**src/rtl/ata_tf_pkg.sv**
```systemverilog
package ata_tf_pkg;
    localparam int STEP_W = 4;
    localparam int ADDR_W = 4;

    localparam logic [ADDR_W-1:0] A_FEAT = 4'h1;
    localparam logic [ADDR_W-1:0] A_CNT  = 4'h2;
    localparam logic [ADDR_W-1:0] A_SEC  = 4'h3;
    localparam logic [ADDR_W-1:0] A_CLO  = 4'h4;
    localparam logic [ADDR_W-1:0] A_CHI  = 4'h5;
    localparam logic [ADDR_W-1:0] A_DRV  = 4'h6;
    localparam logic [ADDR_W-1:0] A_CMD  = 4'h7;
    localparam logic [ADDR_W-1:0] A_CTL  = 4'hE;

    localparam logic [7:0] CTL_IEN = 8'h08;
    localparam logic [7:0] CTL_HOB = 8'h88;

    typedef enum logic [3:0] {
        ST_IDLE, ST_SEL, ST_WAIT, ST_CTL, ST_PARAM, ST_CMD,
        ST_RB_HOB, ST_RB_HI, ST_RB_LOB, ST_RB_LO
    } tf_state_e;
endpackage

```
**src/rtl/tf_busy_timer.sv**
```systemverilog
module tf_busy_timer #(
    parameter int TMO_CYCLES = 1024
) (
    input  logic clk,
    input  logic rst_n,
    input  logic run,
    input  logic bsy,
    output logic expired
);
    localparam int CW = $clog2(TMO_CYCLES + 1);
    localparam logic [CW-1:0] LIMIT = CW'(TMO_CYCLES - 1);

    logic [CW-1:0] cnt;

    always_ff @(posedge clk) begin
        if (!rst_n || !run) cnt <= '0;
        else if (cnt != LIMIT) cnt <= cnt + 1'b1;
    end

    assign expired = run && bsy && (cnt == LIMIT);
endmodule

```
**src/rtl/tf_param_mux.sv**
```systemverilog
module tf_param_mux
    import ata_tf_pkg::*;
(
    input  logic              ext,
    input  logic [STEP_W-1:0] step,
    input  logic [15:0]       feat,
    input  logic [15:0]       cnt,
    input  logic [47:0]       lba,
    input  logic              unit,
    output logic [ADDR_W-1:0] addr,
    output logic [7:0]        data,
    output logic              last
);
    always_comb begin
        addr = A_DRV;
        data = 8'h00;
        if (ext) begin
            case (step)
                4'd0: begin addr = A_FEAT; data = feat[15:8]; end
                4'd1: begin addr = A_FEAT; data = feat[7:0];  end
                4'd2: begin addr = A_CNT;  data = cnt[15:8];  end
                4'd3: begin addr = A_CNT;  data = cnt[7:0];   end
                4'd4: begin addr = A_SEC;  data = lba[31:24]; end
                4'd5: begin addr = A_SEC;  data = lba[7:0];   end
                4'd6: begin addr = A_CLO;  data = lba[39:32]; end
                4'd7: begin addr = A_CLO;  data = lba[15:8];  end
                4'd8: begin addr = A_CHI;  data = lba[47:40]; end
                4'd9: begin addr = A_CHI;  data = lba[23:16]; end
                default: begin addr = A_DRV; data = {3'b010, unit, 4'h0}; end
            endcase
        end else begin
            case (step)
                4'd0: begin addr = A_FEAT; data = feat[7:0];  end
                4'd1: begin addr = A_CNT;  data = cnt[7:0];   end
                4'd2: begin addr = A_SEC;  data = lba[7:0];   end
                4'd3: begin addr = A_CLO;  data = lba[15:8];  end
                4'd4: begin addr = A_CHI;  data = lba[23:16]; end
                default: begin addr = A_DRV; data = {3'b111, unit, lba[27:24]}; end
            endcase
        end
        last = ext ? (step == 4'd10) : (step == 4'd5);
    end
endmodule

```
**src/rtl/tf_rb_capture.sv**
```systemverilog
module tf_rb_capture
    import ata_tf_pkg::*;
(
    input  logic              clk,
    input  logic              rst_n,
    input  logic              cap,
    input  logic              hi,
    input  logic              ext,
    input  logic [STEP_W-1:0] step,
    input  logic [7:0]        rdata,
    output logic [15:0]       rb_cnt,
    output logic [47:0]       rb_lba
);
    always_ff @(posedge clk) begin
        if (!rst_n) begin
            rb_cnt <= '0;
            rb_lba <= '0;
        end else if (cap) begin
            if (hi) begin
                case (step)
                    4'd0: rb_cnt[15:8]  <= rdata;
                    4'd1: rb_lba[31:24] <= rdata;
                    4'd2: rb_lba[39:32] <= rdata;
                    default: rb_lba[47:40] <= rdata;
                endcase
            end else begin
                case (step)
                    4'd0: begin
                        rb_cnt[7:0] <= rdata;
                        if (!ext) begin
                            rb_cnt[15:8]  <= 8'h00;
                            rb_lba[47:24] <= '0;
                        end
                    end
                    4'd1: rb_lba[7:0]   <= rdata;
                    4'd2: rb_lba[15:8]  <= rdata;
                    4'd3: rb_lba[23:16] <= rdata;
                    default: rb_lba[27:24] <= rdata[3:0];
                endcase
            end
        end
    end
endmodule

```
**src/rtl/ata_tf_issuer.sv**
```systemverilog
module ata_tf_issuer
    import ata_tf_pkg::*;
#(
    parameter int TMO_CYCLES = 1024
) (
    input  logic        clk,
    input  logic        rst_n,
    input  logic        cmd_go,
    input  logic        rb_go,
    input  logic        cmd_ext,
    input  logic [7:0]  cmd_op,
    input  logic [15:0] cmd_feat,
    input  logic [15:0] cmd_cnt,
    input  logic [47:0] cmd_lba,
    input  logic        cmd_unit,
    input  logic        dev_bsy,
    input  logic [7:0]  reg_rdata,
    output logic        reg_wr,
    output logic        reg_rd,
    output logic [3:0]  reg_addr,
    output logic [7:0]  reg_wdata,
    output logic        busy,
    output logic        done,
    output logic        abort,
    output logic [15:0] rb_cnt,
    output logic [47:0] rb_lba
);
    tf_state_e         st;
    logic [STEP_W-1:0] step;
    logic              d_ext, d_unit;
    logic [7:0]        d_op;
    logic [15:0]       d_feat, d_cnt;
    logic [47:0]       d_lba;
    logic              tmo;
    logic [ADDR_W-1:0] p_addr;
    logic [7:0]        p_data;
    logic              p_last;
    logic [STEP_W-1:0] rb_last;

    assign rb_last = d_ext ? 4'd3 : 4'd4;

    tf_busy_timer #(.TMO_CYCLES(TMO_CYCLES)) u_timer (
        .clk(clk), .rst_n(rst_n), .run(st == ST_WAIT), .bsy(dev_bsy), .expired(tmo)
    );

    tf_param_mux u_mux (
        .ext(d_ext), .step(step), .feat(d_feat), .cnt(d_cnt), .lba(d_lba),
        .unit(d_unit), .addr(p_addr), .data(p_data), .last(p_last)
    );

    tf_rb_capture u_cap (
        .clk(clk), .rst_n(rst_n), .cap(reg_rd), .hi(st == ST_RB_HI),
        .ext(d_ext), .step(step), .rdata(reg_rdata), .rb_cnt(rb_cnt), .rb_lba(rb_lba)
    );

    // State register, step counter, descriptor latch and pulses
    always_ff @(posedge clk) begin
        if (!rst_n) begin
            st <= ST_IDLE; step <= '0; done <= 1'b0; abort <= 1'b0;
            d_ext <= 1'b0; d_unit <= 1'b0; d_op <= '0;
            d_feat <= '0; d_cnt <= '0; d_lba <= '0;
        end else begin
            done  <= 1'b0;
            abort <= 1'b0;
            unique case (st)
                ST_IDLE: begin
                    step <= '0;
                    if (cmd_go) begin
                        d_ext <= cmd_ext; d_unit <= cmd_unit; d_op <= cmd_op;
                        d_feat <= cmd_feat; d_cnt <= cmd_cnt; d_lba <= cmd_lba;
                        st <= ST_SEL;
                    end else if (rb_go) begin
                        d_ext <= cmd_ext;
                        st <= cmd_ext ? ST_RB_HOB : ST_RB_LOB;
                    end
                end
                ST_SEL: st <= ST_WAIT;
                ST_WAIT: begin
                    if (!dev_bsy) st <= ST_CTL;
                    else if (tmo) begin st <= ST_IDLE; abort <= 1'b1; end
                end
                ST_CTL: begin st <= ST_PARAM; step <= '0; end
                ST_PARAM: begin
                    if (p_last) begin st <= ST_CMD; step <= '0; end
                    else step <= step + 1'b1;
                end
                ST_CMD: begin st <= ST_IDLE; done <= 1'b1; end
                ST_RB_HOB: begin st <= ST_RB_HI; step <= '0; end
                ST_RB_HI: begin
                    if (step == 4'd3) begin st <= ST_RB_LOB; step <= '0; end
                    else step <= step + 1'b1;
                end
                ST_RB_LOB: begin st <= ST_RB_LO; step <= '0; end
                ST_RB_LO: begin
                    if (step == rb_last) begin st <= ST_IDLE; done <= 1'b1; step <= '0; end
                    else step <= step + 1'b1;
                end
                default: st <= ST_IDLE;
            endcase
        end
    end

    // Register-port outputs decoded from the state
    always_comb begin
        reg_wr = 1'b0; reg_rd = 1'b0; reg_addr = A_DRV; reg_wdata = 8'h00;
        unique case (st)
            ST_IDLE, ST_WAIT: ;
            ST_SEL: begin reg_wr = 1'b1; reg_addr = A_DRV; reg_wdata = {3'b111, d_unit, 4'h0}; end
            ST_CTL, ST_RB_LOB: begin reg_wr = 1'b1; reg_addr = A_CTL; reg_wdata = CTL_IEN; end
            ST_RB_HOB: begin reg_wr = 1'b1; reg_addr = A_CTL; reg_wdata = CTL_HOB; end
            ST_PARAM: begin reg_wr = 1'b1; reg_addr = p_addr; reg_wdata = p_data; end
            ST_CMD: begin reg_wr = 1'b1; reg_addr = A_CMD; reg_wdata = d_op; end
            ST_RB_HI, ST_RB_LO: begin reg_rd = 1'b1; reg_addr = A_CNT + step; end
            default: ;
        endcase
    end

    assign busy = (st != ST_IDLE);
endmodule

```
**config.mk**
```make
export PLATFORM = sky130hd
export DESIGN_NAME = ata_tf_issuer
export DESIGN_NICKNAME = d
export VERILOG_FILES = /design/src/rtl/ata_tf_pkg.sv /design/src/rtl/tf_busy_timer.sv /design/src/rtl/tf_param_mux.sv /design/src/rtl/tf_rb_capture.sv /design/src/rtl/ata_tf_issuer.sv
export SDC_FILE = /design/constraint.sdc
export NUM_CORES = 1
export LEC_CHECK = 0
export BUFFER_PORTS_ARGS = -buffer_cell sky130_fd_sc_hd__buf_2
export CAP_MARGIN = 20
export CORE_MARGIN = 1
export CORE_UTILIZATION = 30
export DETAILED_ROUTE_END_ITERATION = 16
export SLEW_MARGIN = 30
export SYNTH_ARGS = -nofsm -noshare
export SYNTH_HDL_FRONTEND = slang
export SYNTH_HIERARCHICAL = 1
export SYNTH_SLANG_ARGS = --single-unit
```
**constraint.sdc**
```tcl
create_clock -name clk -period 5.9 [get_ports clk]
set_clock_uncertainty 0.2 [all_clocks]
set_input_delay 0.885 -clock clk [delete_from_list [all_inputs] [get_ports clk]]
set_output_delay 0.885 -clock clk [all_outputs]
set_load 0.02 [all_outputs]
```
* Word-level counts from Yosys, hierarchy flattened
Cells that the tools add are included.
Storage, ports and cells: output and inout bits 81, word-level logic and storage cells 134, register bits 175, input bits 103
Operators by class: reduce and logical (&&, ||, !) cells 36, bitwise gates (word level) 1, muxes and demuxes 41, add/subtract/negate cells 3, eq/ne operators 33
Operators by type and width (count):
- $pmux W8 S10 | 1
- $pmux W8 S5 | 2
- $mux W8 | 7
- $mux W24 | 2
- $mux W4 | 12
- $pmux W4 S9 | 1
- $eq A4 B3 Y1 const B | 8
- $pmux W4 S4 | 2
- $pmux W3 S5 | 2
- $eq A4 B4 Y1 const B | 5
- $mux W20 | 1
- $reduce_and A3 Y1 | 6
- $eq A4 B2 Y1 const B | 4
- $mux W16 | 1
- $reduce_and A4 Y1 | 4
- $reduce_or A2 Y1 | 7
- $ne A2 B2 Y1 const B | 6
- $add A11 B1 Y11 const B | 1
- $eq A11 B10 Y1 const B | 1
- $ne A11 B10 Y1 const B | 1
- $reduce_or A3 Y1 | 3
- $eq A4 B1 Y1 const B | 2
- $logic_not A4 Y1 | 2
- $pmux W4 S2 | 1
- other kinds (19) | 32

* Longest topological paths before layout
depth after elaboration 6, gate-level depth with buffers 12, gate-level depth less buffers 9

* Cells and area by module
Netlist, hierarchy kept.
Modules (own cells, without submodules):
- ata_tf_issuer | sequential area each 2001.9 µm², area an instance 4356.7 µm², cells an instance 544, instances 1
- tf_rb_capture | sequential area each 1281.2 µm², area an instance 2705.1 µm², cells an instance 301, instances 1
- tf_param_mux | sequential area each 0.0 µm², area an instance 1492.7 µm², cells an instance 214, instances 1
- tf_busy_timer | sequential area each 220.2 µm², area an instance 546.8 µm², cells an instance 60, instances 1

* Worst setup path before layout
OpenSTA, ideal clock, no wires.
path type register -> output, start reg step[2], end out reg_wdata[4], required time 4815 ps, slack 2690 ps, cell stages (with the launch flop) 12, arrival time 2125 ps, buffers on the path 3, cell sequence dfxtp_1 buf_6 buf_6 buf_2 o21a_1 o22ai_1 nand2_1 o21ai_0 o22ai_1 mux2_2 a22oi_1 nor3_1
Between the ends: longest elaborated chain between the ends 4, elaborated cells on any way between the ends 14, those cells by class eq/ne (9); mux (4); reduce/logical (1)
Ends and longest elaborated chain:
- start, declared | RTL line ata_tf_issuer.sv:29 | logic [STEP_W-1:0] step;
- start signal, assigned | RTL line ata_tf_issuer.sv:85 | else step <= step + 1'b1;
- start signal, assigned | RTL line ata_tf_issuer.sv:91 | else step <= step + 1'b1;
- start signal, assigned | RTL line ata_tf_issuer.sv:96 | else step <= step + 1'b1;
- $eq A4 B4 Y1 (tied with other cells) | RTL line tf_param_mux.sv:18 | case (step)
- $pmux W8 S10 or $pmux W8 S5 (tied branches) | RTL line tf_param_mux.sv:18, tf_param_mux.sv:32
- $mux W8 (*) | RTL line tf_param_mux.sv:17 | if (ext) begin
- net p_data[4] | RTL line ata_tf_issuer.sv:36 | logic [7:0] p_data;
- $pmux W8 S5 (*) | RTL line ata_tf_issuer.sv:106 | unique case (st)
- end, declared | RTL line ata_tf_issuer.sv:21 | output logic [7:0] reg_wdata,
Mark *: on every way through the listed nets, which the timed path passes. The rest lies on a longest branch.

* Final worst setup path
start reg step[0], end out reg_wdata[1]
Same word-level chain as after synthesis.

==> impl_metrics.py <==
metrics = {
    "outcome": {
        "outcome": "finished clean",
    },
    "clock_tree": {
        "max-clock-path-buffers": 2,
        "post_cts_buffers": 0,
        "clock-sinks": 175,
        "cts_tree": "built",
        "numCtsBuffers": 17,
        "h-tree-depth": 4,
        "cts.hold.buffers_added": 0,
        "cts_resized": 0,
        "clock_latency_ns": 0.44,
        "cts.root.buffer_cell": "clkbuf_16",
        "clkSlewWorstSetupHoldPaths_ns": 0.08,
    },
    "die": {
        "die_w_um": 176,
        "pin_count": 184,
        "initial_core_util_pct": 30.6,
        "die-area_sq_um": 31000,
        "core_area_sq_um": 29700,
        "die_h_um": 176,
        "rows": 63,
    },
    "yosys": {
        "synth_top_area_share_pct": 38.5,
        "yosysWarnings": 6,
        "synth_area_per_cell_sq_um": 8.13,
        "syn-num-nets": 1225,
        "postSynthCellCount": 1119,
        "synth_area_leaders": "dfxtp_1, nand2_1, a21boi_0",
        "mappedNetlistArea_sq_um": 9100,
        "synth-edff-count": 0,
        "ys_ff_latch": 175,
        "yosysSeqAreaShare_pct": 38.5,
        "yosys.area.top_type": "dfxtp_1",
        "yosys_most_used_dff": "dfxtp_1",
        "async_flop_share_pct": 0,
        "synth_cell_types": 85,
    },
    "place": {
        "dp.cells": 1617,
        "post-place-ws_ns": 1.98,
        "port_buffers": 183,
        "hpwlAfterDp_um": 20000,
        "finalWeightedCongestion": 0.867,
    },
    "sta": {
        "layout_min_cycle_time_ns": 4.44,
        "final.period_utilization_pct": 75.3,
        "whs_ns": 0.256,
        "setup_violations": 0,
        "maxSlewHeadroom_pct": 37.8,
        "fmax_mhz": 225,
        "report.final.slew_viol_count": 0,
        "tightest_slew_ns": 0.933,
        "hold_viol": 0,
        "rsz0062_at_grt": "false",
        "tns_ns": 0,
        "worst_slack_ns": 1.46,
    },
    "power_and_ir_drop": {
        "p_int_uw": 2410,
        "p_switching_uw": 1680,
        "p_leak_uw": 0.00445,
        "powerDensity_nw_per_um2": 378,
        "seqPwrFrac_pct": 37.6,
        "vdd_drop_max_mv": 0.216,
        "p_sw_share_pct": 41.1,
        "p_comb_share_pct": 34.2,
        "p_clk_share_pct": 28.2,
    },
    "global_route": {
        "antenna_found_initial": 1,
        "grt_pass1_vias": 7728,
        "grt_pass1_wl_um": 43500,
        "grt_usage_pct": 17.8,
        "grt_max_degree": 99,
        "grt-ovfl-total": 0,
    },
    "detailed_routing": {
        "drt_wl_total_um": 27900,
        "ant_nets": 0,
        "dr.pass1.iters": 6,
        "drt_iter0_drc": 695,
        "num_vias": 8563,
        "wl_met3_um": 1670,
        "highest_layer": "met5",
        "drt-met1-wl_um": 12900,
        "drc": 0,
        "wl_per_cell_um": 16.9,
        "vias_per_cell": 5.19,
        "wl_met2_um": 12900,
    },
    "final_layout": {
        "nNetsFinal": 1352,
        "antenna_cells": 0,
        "fin_cells": 1649,
        "drive_above_1_share_pct": 21.8,
        "area_growth_pct": 18.7,
        "final_util_pct": 36.3,
    },
    "flow_run": {
        "maxCapViolCount": 0,
    },
    "critical_path": {
        "worstPathCellList": "buf_4, mux2i_1, o31ai_1, nor3_1, o32ai_1, mux2i_1, nor3_1, buf_2",
        "critPathMaxFanout": 51,
        "critical-path-top-delay-family": "flip-flops",
        "cp_slowest_cell": "dfxtp_2",
        "crit_path_end_kind": "output port",
        "cp-start-kind": "flop",
        "path_buf_inv": 2,
        "crit_required_ns": 4.82,
        "criticalPathCategory": "reg2out",
        "cp.arrival_ns": 3.36,
        "slowest_delay_ns": 0.95,
    },
    "worst_hold_path": {
        "hold_class": "reg2reg",
    },
}
cell usage in the layout, fill, tap and decap left out, drive strengths merged, types with 9 or more instances in the layout:
cell,netlist,final
nand3,37,37
nor2,46,46
o31ai,13,13
mux2i,52,52
a31oi,9,9
a21oi,62,62
inv,20,29
o32ai,12,12
and3b,9,9
o22ai,9,9
nor2b,20,20
nand2,261,261
nor3,14,14
and3,9,9
nand4,16,16
nor3b,9,9
buf,45,200
mux2,14,14
o21ai,45,45
o221ai,9,9
clkbuf,47,18
a21boi,90,90
dfxtp,175,175
path summary, 6_finish.rpt:
kind         cells after the start                          start                             to  slack (ns)
max reg2reg                      7             st[2]$_SDFFE_PN0P_  u_cap/rb_lba[46]$_SDFFE_PN0P_        2.63
max                              8           step[0]$_SDFFE_PN0P_                   reg_wdata[1]        1.46
min reg2reg                      2  u_cap/rb_lba[18]$_SDFFE_PN0P_  u_cap/rb_lba[18]$_SDFFE_PN0P_        0.26
min                              2  u_cap/rb_lba[18]$_SDFFE_PN0P_  u_cap/rb_lba[18]$_SDFFE_PN0P_        0.26
routing by layer:
layer / track usage, % / vias up
met4: 4.75 / 2
met3: 3.32 / 33
met2: 28.2 / 298
met1: 24.8 / 4024
li1: - / 4206
met5: 0 / -
state kept, by name, indices dropped and copies added, names as in the netlist:
| name | count |
|---|---|
| d_lba | 48 |
| u_cap/rb_lba | 48 |
| done | 1 |
| d_cnt | 16 |
| st | 4 |
| abort | 1 |
| d_unit | 1 |
| step | 4 |
| d_feat | 16 |
| u_timer/cnt | 11 |
| u_cap/rb_cnt | 16 |
| d_op | 8 |
| d_ext | 1 |
cells in the mapped netlist (3+ instances only):
master	number
buf_6	8
inv_1	19
o21bai_1	3
nor3b_1	9
o221ai_1	9
and3_1	9
a221oi_1	3
a21oi_1	60
nand3_1	37
o22ai_1	9
mux2_2	12
o32ai_1	12
nand2b_1	6
a31oi_1	9
nor2b_1	19
buf_2	20
a21boi_1	5
buf_4	7
o21ai_0	44
nor2_1	42
a21o_1	3
buf_1	10
dfxtp_1	175
a22oi_1	7
nand4_1	13
o31ai_1	13
or2_2	4
clkbuf_1	46
mux2i_1	52
a21boi_0	85
nor3_1	14
a311oi_1	4
o21a_1	3
nand2_1	261
a41oi_1	4
ha_1	3
nor2_2	3
a211o_1	4
and3b_1	9
nand3b_1	4
cells by family (layout without fill, tap and decap cells):
family	after synthesis	count (layout)	synth area share, %
xor+xnor	3	3	0.289
simple gates	452	452	23.4
other cells	1	1	0.0412
flops	175	175	38.5
compound gates	301	301	22.9
buf+inv	114	254	5.94
fa+ha+maj	3	3	0.412
mux	70	70	8.52
metrics by stage:
| stage | total power [uW] | instance area, sq um |
|---|---|---|
| after floorplan | 2520 | 9100 |
| after global routing | 4340 | 10800 |
| after global placement | 2950 | 10200 |
| after detailed placement | 2960 | 10200 |
| final | 4090 | 10800 |
| after CTS | 4120 | 10800 |
power groups by stage:
stage          sequential [uW]  clock (uW)  combinational [uW]
6_report                  1540        1150                1400
5_1_grt                   1560        1220                1560
4_1_cts                   1530        1180                1400
3_5_place_dp              1560           0                1400
3_3_place_gp              1560           0                1390
2_1_floorplan             1470           0                1040
tightest hold or removal path, cell delays in order, from the launching register on:
cell and delay (ns):
dfxtp_1 0.31, nand2_1 0.05, mux2i_1 0.05
final cells by class:
type	instances	area, sq um
inverter	22	82.6
tap	390	488
clock buffer	18	429
sequential	175	3510
fill	3124	18900
timing repair buffer	200	1050
clock inverter	14	163
multi-input combinational	830	5080
(Power assumes the default switching activity.)
